<file path="src/rtl/twi_pkg.sv">
package twi_pkg;

    typedef enum logic [2:0] {
        ST_IDLE,
        ST_ADDR,
        ST_ADDR_ACK,
        ST_RX,
        ST_RX_ACK,
        ST_TX,
        ST_TX_ACK,
        ST_IGNORE
    } fe_state_e;

    typedef enum logic [1:0] {
        KIND_SUB_HI = 2'd0,
        KIND_SUB_LO = 2'd1,
        KIND_DATA   = 2'd2
    } byte_kind_e;

    localparam int BYTE_W = 8;
    localparam int CNT_W  = 4;

    typedef struct packed {
        fe_state_e          st;
        logic [CNT_W-1:0]   cnt;
        logic [BYTE_W-1:0]  rx_sh;
        logic [BYTE_W-1:0]  tx_sh;
        logic               pull;
        byte_kind_e         kind;
        logic               matched;
        logic               rnw;
        logic               nack;
        logic               wr_strb;
        logic [BYTE_W-1:0]  wr_data;
        byte_kind_e         wr_kind;
        logic               rd_req;
        logic               burst_end;
    } fe_regs_t;

endpackage

</file>
<file path="src/rtl/twi_line_sync.sv">
module twi_line_sync #(
    parameter int STAGES = 2
) (
    input  logic clk,
    input  logic rst_n,
    input  logic scl_i,
    input  logic sda_i,
    output logic scl_o,
    output logic sda_o,
    output logic scl_rise_o,
    output logic scl_fall_o,
    output logic start_o,
    output logic stop_o
);
    localparam int CHAIN = (STAGES < 2) ? 2 : STAGES;

    typedef struct packed {
        logic [CHAIN-1:0] scl_ff;
        logic [CHAIN-1:0] sda_ff;
        logic             scl_prev;
        logic             sda_prev;
    } sync_regs_t;

    sync_regs_t s_q, s_d;

    always_comb begin
        s_d          = s_q;
        s_d.scl_ff   = {s_q.scl_ff[CHAIN-2:0], scl_i};
        s_d.sda_ff   = {s_q.sda_ff[CHAIN-2:0], sda_i};
        s_d.scl_prev = s_q.scl_ff[CHAIN-1];
        s_d.sda_prev = s_q.sda_ff[CHAIN-1];
    end

    always_ff @(posedge clk or negedge rst_n) begin
        if (!rst_n) begin
            s_q <= '1;
        end else begin
            s_q <= s_d;
        end
    end

    logic scl_now, sda_now;
    assign scl_now = s_q.scl_ff[CHAIN-1];
    assign sda_now = s_q.sda_ff[CHAIN-1];

    assign scl_o      = scl_now;
    assign sda_o      = sda_now;
    assign scl_rise_o = scl_now & ~s_q.scl_prev;
    assign scl_fall_o = ~scl_now & s_q.scl_prev;
    // Conditions only count while the clock line stayed high across the edge
    assign start_o    = scl_now & s_q.scl_prev & ~sda_now & s_q.sda_prev;
    assign stop_o     = scl_now & s_q.scl_prev & sda_now & ~s_q.sda_prev;

endmodule

</file>
<file path="src/rtl/twi_addr_match.sv">
module twi_addr_match #(
    parameter int          PREFIX_W = 5,
    parameter int          STRAP_W  = 2,
    parameter logic [PREFIX_W-1:0] PREFIX = 5'b01110
) (
    input  logic [PREFIX_W+STRAP_W:0] addr_byte_i,
    input  logic [STRAP_W-1:0]        strap_i,
    output logic                      hit_o,
    output logic                      rnw_o
);
    localparam int ID_W = PREFIX_W + STRAP_W;

    logic [ID_W-1:0] own_id;
    logic [ID_W-1:0] diff;

    assign own_id = {PREFIX, strap_i};

    for (genvar i = 0; i < ID_W; i++) begin : g_cmp
        assign diff[i] = addr_byte_i[i+1] ^ own_id[i];
    end

    assign hit_o = (diff == '0);
    assign rnw_o = addr_byte_i[0];

endmodule

</file>
<file path="src/rtl/twi_byte_fsm.sv">
module twi_byte_fsm
    import twi_pkg::*;
#(
    parameter int STRAP_W = 2
) (
    input  logic               clk,
    input  logic               rst_n,
    input  logic               sda_s,
    input  logic               scl_rise,
    input  logic               scl_fall,
    input  logic               start_det,
    input  logic               stop_det,
    input  logic [STRAP_W-1:0] strap_i,
    input  logic [BYTE_W-1:0]  rd_data_i,
    output logic               sda_pull_o,
    output logic               wr_strb_o,
    output logic [1:0]         wr_kind_o,
    output logic [BYTE_W-1:0]  wr_data_o,
    output logic               rd_req_o,
    output logic               burst_end_o
);
    localparam logic [CNT_W-1:0] LAST_BIT = CNT_W'(BYTE_W);

    fe_regs_t q, d;
    logic     addr_hit;
    logic     addr_rnw;

    twi_addr_match #(
        .PREFIX_W (BYTE_W - 1 - STRAP_W),
        .STRAP_W  (STRAP_W),
        .PREFIX   ((BYTE_W - 1 - STRAP_W)'(5'b01110))
    ) u_match (
        .addr_byte_i (q.rx_sh),
        .strap_i     (strap_i),
        .hit_o       (addr_hit),
        .rnw_o       (addr_rnw)
    );

    function automatic byte_kind_e next_kind(input byte_kind_e k);
        case (k)
            KIND_SUB_HI: return KIND_SUB_LO;
            default:     return KIND_DATA;
        endcase
    endfunction

    always_comb begin
        d           = q;
        d.wr_strb   = 1'b0;
        d.rd_req    = 1'b0;
        d.burst_end = 1'b0;

        // Engine answers a request during the request cycle
        if (q.rd_req) begin
            d.tx_sh = rd_data_i;
        end

        if (stop_det) begin
            d.st      = ST_IDLE;
            d.pull    = 1'b0;
            d.matched = 1'b0;
            d.burst_end = q.matched;
        end else if (start_det) begin
            d.st   = ST_ADDR;
            d.cnt  = '0;
            d.pull = 1'b0;
            d.kind = KIND_SUB_HI;
        end else begin
            case (q.st)
                ST_ADDR: begin
                    if (scl_rise) begin
                        d.rx_sh = {q.rx_sh[BYTE_W-2:0], sda_s};
                        d.cnt   = q.cnt + 1'b1;
                    end else if (scl_fall && q.cnt == LAST_BIT) begin
                        if (addr_hit) begin
                            d.st      = ST_ADDR_ACK;
                            d.pull    = 1'b1;
                            d.matched = 1'b1;
                            d.rnw     = addr_rnw;
                            d.rd_req  = addr_rnw;
                        end else begin
                            d.st = ST_IGNORE;
                        end
                    end
                end
                ST_ADDR_ACK: begin
                    if (scl_fall) begin
                        d.cnt = '0;
                        if (q.rnw) begin
                            d.st   = ST_TX;
                            d.pull = ~q.tx_sh[BYTE_W-1];
                            d.nack = 1'b0;
                        end else begin
                            d.st   = ST_RX;
                            d.pull = 1'b0;
                        end
                    end
                end
                ST_RX: begin
                    if (scl_rise) begin
                        d.rx_sh = {q.rx_sh[BYTE_W-2:0], sda_s};
                        d.cnt   = q.cnt + 1'b1;
                    end else if (scl_fall && q.cnt == LAST_BIT) begin
                        d.wr_strb = 1'b1;
                        d.wr_data = q.rx_sh;
                        d.wr_kind = q.kind;
                        d.kind    = next_kind(q.kind);
                        d.pull    = 1'b1;
                        d.st      = ST_RX_ACK;
                    end
                end
                ST_RX_ACK: begin
                    if (scl_fall) begin
                        d.pull = 1'b0;
                        d.cnt  = '0;
                        d.st   = ST_RX;
                    end
                end
                ST_TX: begin
                    if (scl_rise) begin
                        d.cnt = q.cnt + 1'b1;
                    end else if (scl_fall) begin
                        if (q.cnt == LAST_BIT) begin
                            d.pull = 1'b0;
                            d.st   = ST_TX_ACK;
                        end else begin
                            d.tx_sh = {q.tx_sh[BYTE_W-2:0], 1'b0};
                            d.pull  = ~q.tx_sh[BYTE_W-2];
                        end
                    end
                end
                ST_TX_ACK: begin
                    if (scl_rise) begin
                        d.nack   = sda_s;
                        d.rd_req = ~sda_s;
                    end else if (scl_fall) begin
                        d.cnt = '0;
                        if (q.nack) begin
                            d.st   = ST_IGNORE;
                            d.pull = 1'b0;
                        end else begin
                            d.st   = ST_TX;
                            d.pull = ~q.tx_sh[BYTE_W-1];
                        end
                    end
                end
                default: begin
                    d.pull = 1'b0;
                end
            endcase
        end
    end

    always_ff @(posedge clk or negedge rst_n) begin
        if (!rst_n) begin
            q         <= '0;
            q.st      <= ST_IDLE;
            q.kind    <= KIND_SUB_HI;
            q.wr_kind <= KIND_SUB_HI;
        end else begin
            q <= d;
        end
    end

    assign sda_pull_o  = q.pull;
    assign wr_strb_o   = q.wr_strb;
    assign wr_kind_o   = q.wr_kind;
    assign wr_data_o   = q.wr_data;
    assign rd_req_o    = q.rd_req;
    assign burst_end_o = q.burst_end;

endmodule

</file>
<file path="src/rtl/twi_slave_fe.sv">
module twi_slave_fe #(
    parameter int SYNC_STAGES = 2,
    parameter int STRAP_W     = 2
) (
    input  logic               clk,
    input  logic               rst_n,
    input  logic               scl_i,
    input  logic               sda_i,
    input  logic [STRAP_W-1:0] strap_i,
    output logic               sda_pull_o,
    output logic               wr_strb_o,
    output logic [1:0]         wr_kind_o,
    output logic [7:0]         wr_data_o,
    output logic               rd_req_o,
    input  logic [7:0]         rd_data_i,
    output logic               burst_end_o
);
    logic scl_s, sda_s, scl_rise, scl_fall, start_det, stop_det;

    twi_line_sync #(
        .STAGES (SYNC_STAGES)
    ) u_sync (
        .clk        (clk),
        .rst_n      (rst_n),
        .scl_i      (scl_i),
        .sda_i      (sda_i),
        .scl_o      (scl_s),
        .sda_o      (sda_s),
        .scl_rise_o (scl_rise),
        .scl_fall_o (scl_fall),
        .start_o    (start_det),
        .stop_o     (stop_det)
    );

    logic scl_unused;
    assign scl_unused = scl_s;

    twi_byte_fsm #(
        .STRAP_W (STRAP_W)
    ) u_fsm (
        .clk         (clk),
        .rst_n       (rst_n),
        .sda_s       (sda_s),
        .scl_rise    (scl_rise),
        .scl_fall    (scl_fall),
        .start_det   (start_det),
        .stop_det    (stop_det),
        .strap_i     (strap_i),
        .rd_data_i   (rd_data_i),
        .sda_pull_o  (sda_pull_o),
        .wr_strb_o   (wr_strb_o),
        .wr_kind_o   (wr_kind_o),
        .wr_data_o   (wr_data_o),
        .rd_req_o    (rd_req_o),
        .burst_end_o (burst_end_o)
    );

endmodule

</file>
<file path="config.mk">
export PLATFORM = sky130hd
export DESIGN_NAME = twi_slave_fe
export DESIGN_NICKNAME = d
export VERILOG_FILES = /design/src/rtl/twi_pkg.sv /design/src/rtl/twi_line_sync.sv /design/src/rtl/twi_addr_match.sv /design/src/rtl/twi_byte_fsm.sv /design/src/rtl/twi_slave_fe.sv
export SDC_FILE = /design/constraint.sdc
export NUM_CORES = 1
export LEC_CHECK = 0
export ABC_AREA = 1
export BUFFER_PORTS_ARGS = -buffer_cell sky130_fd_sc_hd__clkbuf_2
export CAP_MARGIN = 20
export CORE_ASPECT_RATIO = 1.5
export CORE_MARGIN = 2
export CORE_UTILIZATION = 58
export CTS_CLUSTER_SIZE = 30
export DETAILED_ROUTE_END_ITERATION = 7
export PLACE_DENSITY = 0.79
export SKIP_LAST_GASP = 1
export SYNTH_ARGS = -nofsm -noshare
export SYNTH_HDL_FRONTEND = slang
export SYNTH_SLANG_ARGS = --single-unit
</file>
<file path="constraint.sdc">
create_clock -name clk -period 1.6 [get_ports clk]
set_input_delay 0.32 -clock clk [delete_from_list [all_inputs] [get_ports clk]]
set_output_delay 0.32 -clock clk [all_outputs]
set_load 0.1 [all_outputs]
</file>
==> results.cfg, run 1 <==
[status]
status = complete, no violations

[sta]
fmax_ghz = 0.639
skew_ps = 12.2
fin_setup_tns_ps = 0
slew_headroom = 0.638
setup_viol = 0
maxSlewViolCount = 0
rsz0062_at_grt = yes
post-route-period-util = 0.978
min_period_ps = 1570
hold_viol_final = 0
worstMarginPinSlew_ps = 545
setup_slack_ps = 34.5

[global_routing]
grt_first_pass_wirelength_mm = 9.07
grt_usage = 0.241
grt_max_degree = 22
antenna_found_initial = 0
grt_pass1_vias = 2110
grt_remaining_overflow = 0

[floorplan]
core_area_um2 = 4170
num_rows = 29
start_util = 0.592
die_w_um = 57.3
ioPinCount = 28
die_area_um2 = 4810
dieHeight_um = 83.9

[detailed_routing]
drt_iter0_markers = 85
routed_wl_mm = 5.37
via_per_inst = 5.30
wl_per_cell_um = 13.3
drc = 0
final_antenna_net_count = 0
vias = 2137
drt_pre_antenna_iters = 4

[pwr]
p_total_mw = 4.76
seqPwrFrac = 0.368
swShare = 0.431
internal-power_mw = 2.71
ir_drop_mv = 1.12
cellPowerDensity_nw_per_um2 = 1610
power_frac_comb = 0.437
p_leak_nw = 1.54
p_switching_mw = 2.05
power_frac_clock = 0.196

[layout]
area.growth.synth_to_final_pct = 19.4
regArea_um2 = 1210
final_util = 0.707
drive_above_1_share = 0.297
multi_input_area_um2 = 1060
fin_nets = 372
nFillCells = 329
fin_area_um2 = 2950
antennaDiodeCount = 0

[min_path]
hold_class = input pin to flip-flop

[logic_synthesis]
synth_top_area_share = 0.425
ys_seq_elements = 48
seq_area_frac_synth = 0.489
synth_area_um2 = 2470
ys.warnings.count = 0
yosysUniqueCellTypes = 30
yosysTopAreaCell = dfrtp_1
synth_area_leaders = dfrtp_1 (43%), nand2_1 (14%), dfstp_2 (6.4%)
syn_inst = 316
synth_area_per_cell_um2 = 7.82
synth_fp_nets = 332

[clock_network]
htree_levels = 2
cts_tree = built
cts-root-buf = clkbuf_8
clock-sinks = 48
clock_latency_ps = 310
clockBufferDepth = 2
cts_buffers = 5
path_clk_slew_ps = 90

[placed_design]
io_buffers = 27
place_ws_ps = 28.8
place_congestion = 0.941
place_hpwl_mm = 3.91
placed_cell_area_um2 = 2680

[worst_setup_path]
crit_required_ps = 1800
cp-start-kind = flip-flop
cp_max_fo = 8
cp-end-kind = flip-flop
cp.arrival_ps = 1770
worstSetupPathType = flip-flop to flip-flop

[flow_run]
drv_cap = 0
-- Yosys cell counts, drive strengths merged --
cell type / n
o22ai: 1
dfstp: 6
a21oi: 9
a21boi: 1
a31oi: 2
o21ai: 33
a22oi: 2
dfrtp: 42
nand4: 1
xor2: 1
nor2: 36
o31ai: 1
ha: 2
inv: 41
clkbuf: 1
nand2: 101
o211ai: 2
nand3: 20
buf: 14
-- routing by layer --
| metal | share of wire | vias to the layer above | global-route usage |
|---|---|---|---|
| li1 | - | 1059 | - |
| met1 | 0.39 | 1018 | 0.273 |
| met2 | 0.55 | 45 | 0.432 |
| met3 | 0.026 | 15 | 0.0403 |
| met4 | 0.032 | 0 | 0.108 |
| met5 | 0 | - | 0 |
-- cell families after synthesis --
| group | after synthesis | synth area share |
|---|---|---|
| xor gates and xnor gates | 1 | 0.00354 |
| AOI/OAI and AO/OA | 51 | 0.117 |
| adders and majority gates | 2 | 0.0101 |
| buffers and inverters | 56 | 0.105 |
| DFF | 48 | 0.489 |
| and+or+nand+nor | 158 | 0.275 |
-- cell usage in the layout (no fill, tap or decap), types with 11 or more instances in the layout --
cell type	netlist	final
o21ai_0	22	20
buf_4	10	17
dfrtp_1	42	42
clkbuf_2	0	26
inv_1	33	31
nor2_2	4	11
o21ai_1	9	11
nor2_1	30	22
nand2_1	91	89
nand3_1	19	16
-- layout make-up --
cell class                      instances  area share
Clock inverter                          2      0.0131
Timing Repair Buffer                   48       0.120
Tap cell                               46      0.0195
Inverter                               41      0.0522
Multi-Input combinational cell        212       0.358
Sequential cell                        48       0.410
Clock buffer                            6      0.0280
-- repair_timing --
action | CTS | global route
buffers inserted | 0 | 8
hold buffers | 1 | 0
setup endpoints to repair | 0 | 27
gates resized for setup | 0 | 20
endpoints found under the hold margin | 10 | 0
-- sequential cells by signal, summed over array words and instances, names as in the netlist --
register and count:
u_fsm.burst_end_o 1, u_fsm.q 28, u_fsm.rd_req_o 1, u_fsm.sda_pull_o 1, u_fsm.wr_data_o 8, u_fsm.wr_kind_o 2
u_fsm.wr_strb_o 1, u_sync.s_d 2, u_sync.s_q 2, u_sync.scl_o 1, u_sync.sda_o 1
-- path summary, 6_finish.rpt --
kind | from | endpoint | slack, ps | depth (start not counted)
worst max register to register | u_fsm.q[36] | u_fsm.wr_data_o[0] | 30 | 10
worst min register to register | u_sync.s_d[3] | u_sync.sda_o | 360 | 0
max in group asynchronous | rst_n | u_fsm.q[24] | 550 | 3
min in group asynchronous | rst_n | u_fsm.wr_data_o[2] | 490 | 2
worst max-delay path | u_fsm.q[36] | u_fsm.wr_data_o[0] | 30 | 10
worst min-delay path | scl_i | u_sync.s_d[5] | 80 | 1
-- power by group through the flow --
stage               clock [mW]  combinational, mW  sequential, mW
floorplan                    0               1.49            1.78
global placement             0               1.92            1.75
detailed placement           0               1.95            1.76
CTS                      0.955               1.97            1.74
global route             0.989               2.35            1.79
finish                   0.932               2.08            1.75
-- critical path: stages (launching register included) --
cell and delay (ps):
dfrtp_1 400, inv_2 60, ha_2 170, nand2_2 70, nor2_4 150, nand3_2 110
inv_2 100, nand2_4 100, clkbuf_16 180, nand2_1 50, o21ai_1 70
-- metrics by stage --
step	instances	hold slack [ps]
2_1_floorplan	316	24.4
3_3_place_gp	385	288
3_5_place_dp	385	305
4_1_cts	394	76.8
5_1_grt	403	76.7
6_report	403	79.5
Note: power is estimated with default switching activity, not from simulation.
==> run 2, diff against run 1 <==
- CORE_UTILIZATION: 58 -> 50
- CTS_CLUSTER_DIAMETER: default -> 40
- PLACE_DENSITY: 0.79 -> 0.7
==> run 2 against run 1 <==
Effect of this change: global-route usage down 4.1 points; worst setup slack improved by 19 ps; non-clock buffer count shrank 2; register-to-register slack improved by 20 ps; critical endpoint is now u_fsm.wr_data_o[2]; flip-flop and latch count did not move; sequential share of layout area fell by 0.20 points; wire length down 3.4%; cell area up 0.59%; largest power group unchanged; clock power decreased by 2%.
==> results.cfg, run 2 (synthesis gave the netlist of run 1 again) <==
[sta]
rsz0062_at_grt = yes
setup_viol = 0
slew_headroom = 0.639
skew_ps = 8.80
post-route-period-util = 0.966
min_period_ps = 1550
worstMarginPinSlew_ps = 544
maxSlewViolCount = 0
fmax_ghz = 0.647
hold_viol_final = 0
hold_ws_ps = 74.8

[detailed_routing]
drt_iter0_markers = 121
vias = 2044
wl_per_cell_um = 12.3
routed_wl_mm = 5.18
final_antenna_net_count = 0
drt_pre_antenna_iters = 4
drc = 0
via_per_inst = 4.86

[clock_network]
clock-sinks = 48
htree_levels = 2
clock_latency_ps = 310
path_clk_slew_ps = 90
clockBufferDepth = 2
cts_buffers = 5
cts-root-buf = clkbuf_8
cts_tree = built

[global_routing]
grt_first_pass_wirelength_mm = 8.42
grt_remaining_overflow = 0
grt_pass1_vias = 1953
antenna_found_initial = 0
grt_usage = 0.200
grt_max_degree = 27

[worst_setup_path]
path_common_cell = inv_2
crit_chain = inv_2, ha_4, nand2_2, nor2_4, nand3_2, inv_2, nand2_4, clkbuf_16, nand2_1, o21ai_0
slowest_stage = dfrtp_1
crit_buf_inv = 3
cp_max_fo = 8
cp_top_family = simple AND/OR/NAND/NOR gates
worstSetupPathType = flip-flop to flip-flop
slowest_delay_ps = 400
cp-start-kind = flip-flop
crit_required_ps = 1800
cp.arrival_ps = 1750
cp-end-kind = flip-flop

[layout]
largest_reg_flops = 28
fin_nets = 370
antennaDiodeCount = 0
largest_register = u_fsm.q
fin_area_um2 = 2970
final_cells = 421
area.growth.synth_to_final_pct = 20.1
layout_common_cells = nand2_1 (90), dfrtp_1 (41), inv_1 (29)
drive_above_1_share = 0.290
final_common_cell = nand2_1

[pwr]
cellPowerDensity_nw_per_um2 = 1590
ir_drop_mv = 0.818
p_leak_nw = 1.53

[status]
status = complete, no violations

[placed_design]
dp.cells = 405
io_buffers = 27
place_hpwl_mm = 3.71
placed_cell_area_um2 = 2710
place_congestion = 0.890

[min_path]
hold_class = input pin to flip-flop

[floorplan]
die_w_um = 61.4
core_area_um2 = 4810
start_util = 0.514
die_area_um2 = 5530
num_rows = 31
ioPinCount = 28
dieHeight_um = 90.1

[flow_run]
drv_cap = 0
## run 2: cell types whose count changed in the layout (fill, tap and decap cells not counted), sizes merged
cell      change
clkbuf        -1
clkinv        -1
inv           +1
buf           -2
clkinvlp      +1
## run 2: worst paths after layout
| path | start | endpoint | slack, ps | depth (start not counted) |
|---|---|---|---|---|
| max in group asynchronous | rst_n | u_sync.sda_o | 610 | 3 |
| min reg2reg | u_sync.s_d[5] | u_sync.scl_o | 360 | 0 |
| max reg2reg | u_fsm.q[36] | u_fsm.wr_data_o[2] | 50 | 10 |
| min | scl_i | u_sync.s_d[5] | 70 | 1 |
| max | u_fsm.q[36] | u_fsm.wr_data_o[2] | 50 | 10 |
| min in group asynchronous | rst_n | u_fsm.q[29] | 450 | 2 |
## run 2: power by group
| part | total (mW) | internal [mW] | switching, mW |
|---|---|---|---|
| Combinational | 2.05 | 0.687 | 1.37 |
| Sequential | 1.75 | 1.51 | 0.243 |
| Clock | 0.915 | 0.471 | 0.444 |
| Total | 4.72 | 2.67 | 2.05 |
## run 2: layer usage
metal,GRT usage,wire length (um),vias up
li1,-,-,1058
met1,0.230,2170,929
met2,0.339,2720,42
met3,0.0475,142,15
met4,0.0887,140,0
met5,0,0,-
## run 2: timing repair
| action | in CTS | in global routing |
|---|---|---|
| hold buffers | 1 | 0 |
| hold endpoints to repair | 12 | 0 |
| setup endpoints to repair | 1 | 17 |
| pin swaps | 0 | 3 |
| setup buffers | 0 | 6 |
| cloned | 0 | 1 |
| resized for setup | 1 | 18 |
## run 2: final cells by class
class                   count  area (um^2)
clock inverters             3         46.3
well taps                  66         82.6
fillers                   456         1840
flip-flops and latches     48         1210
clock buffers               5         68.8
repair buffers             46          350
inverters                  41          154
multi-input cells         212         1060
## run 2: through the flow
stage	total power, mW	util	setup TNS [ps]	worst slack (ps)
global placement	3.67	0.563	0	47.8
finish	4.72	0.617	0	53.8
global route	5.11	0.617	-248	-38.5
detailed placement	3.70	0.563	0	24.4
CTS	4.63	0.589	0	23.9
floorplan	3.27	-	0	8.09
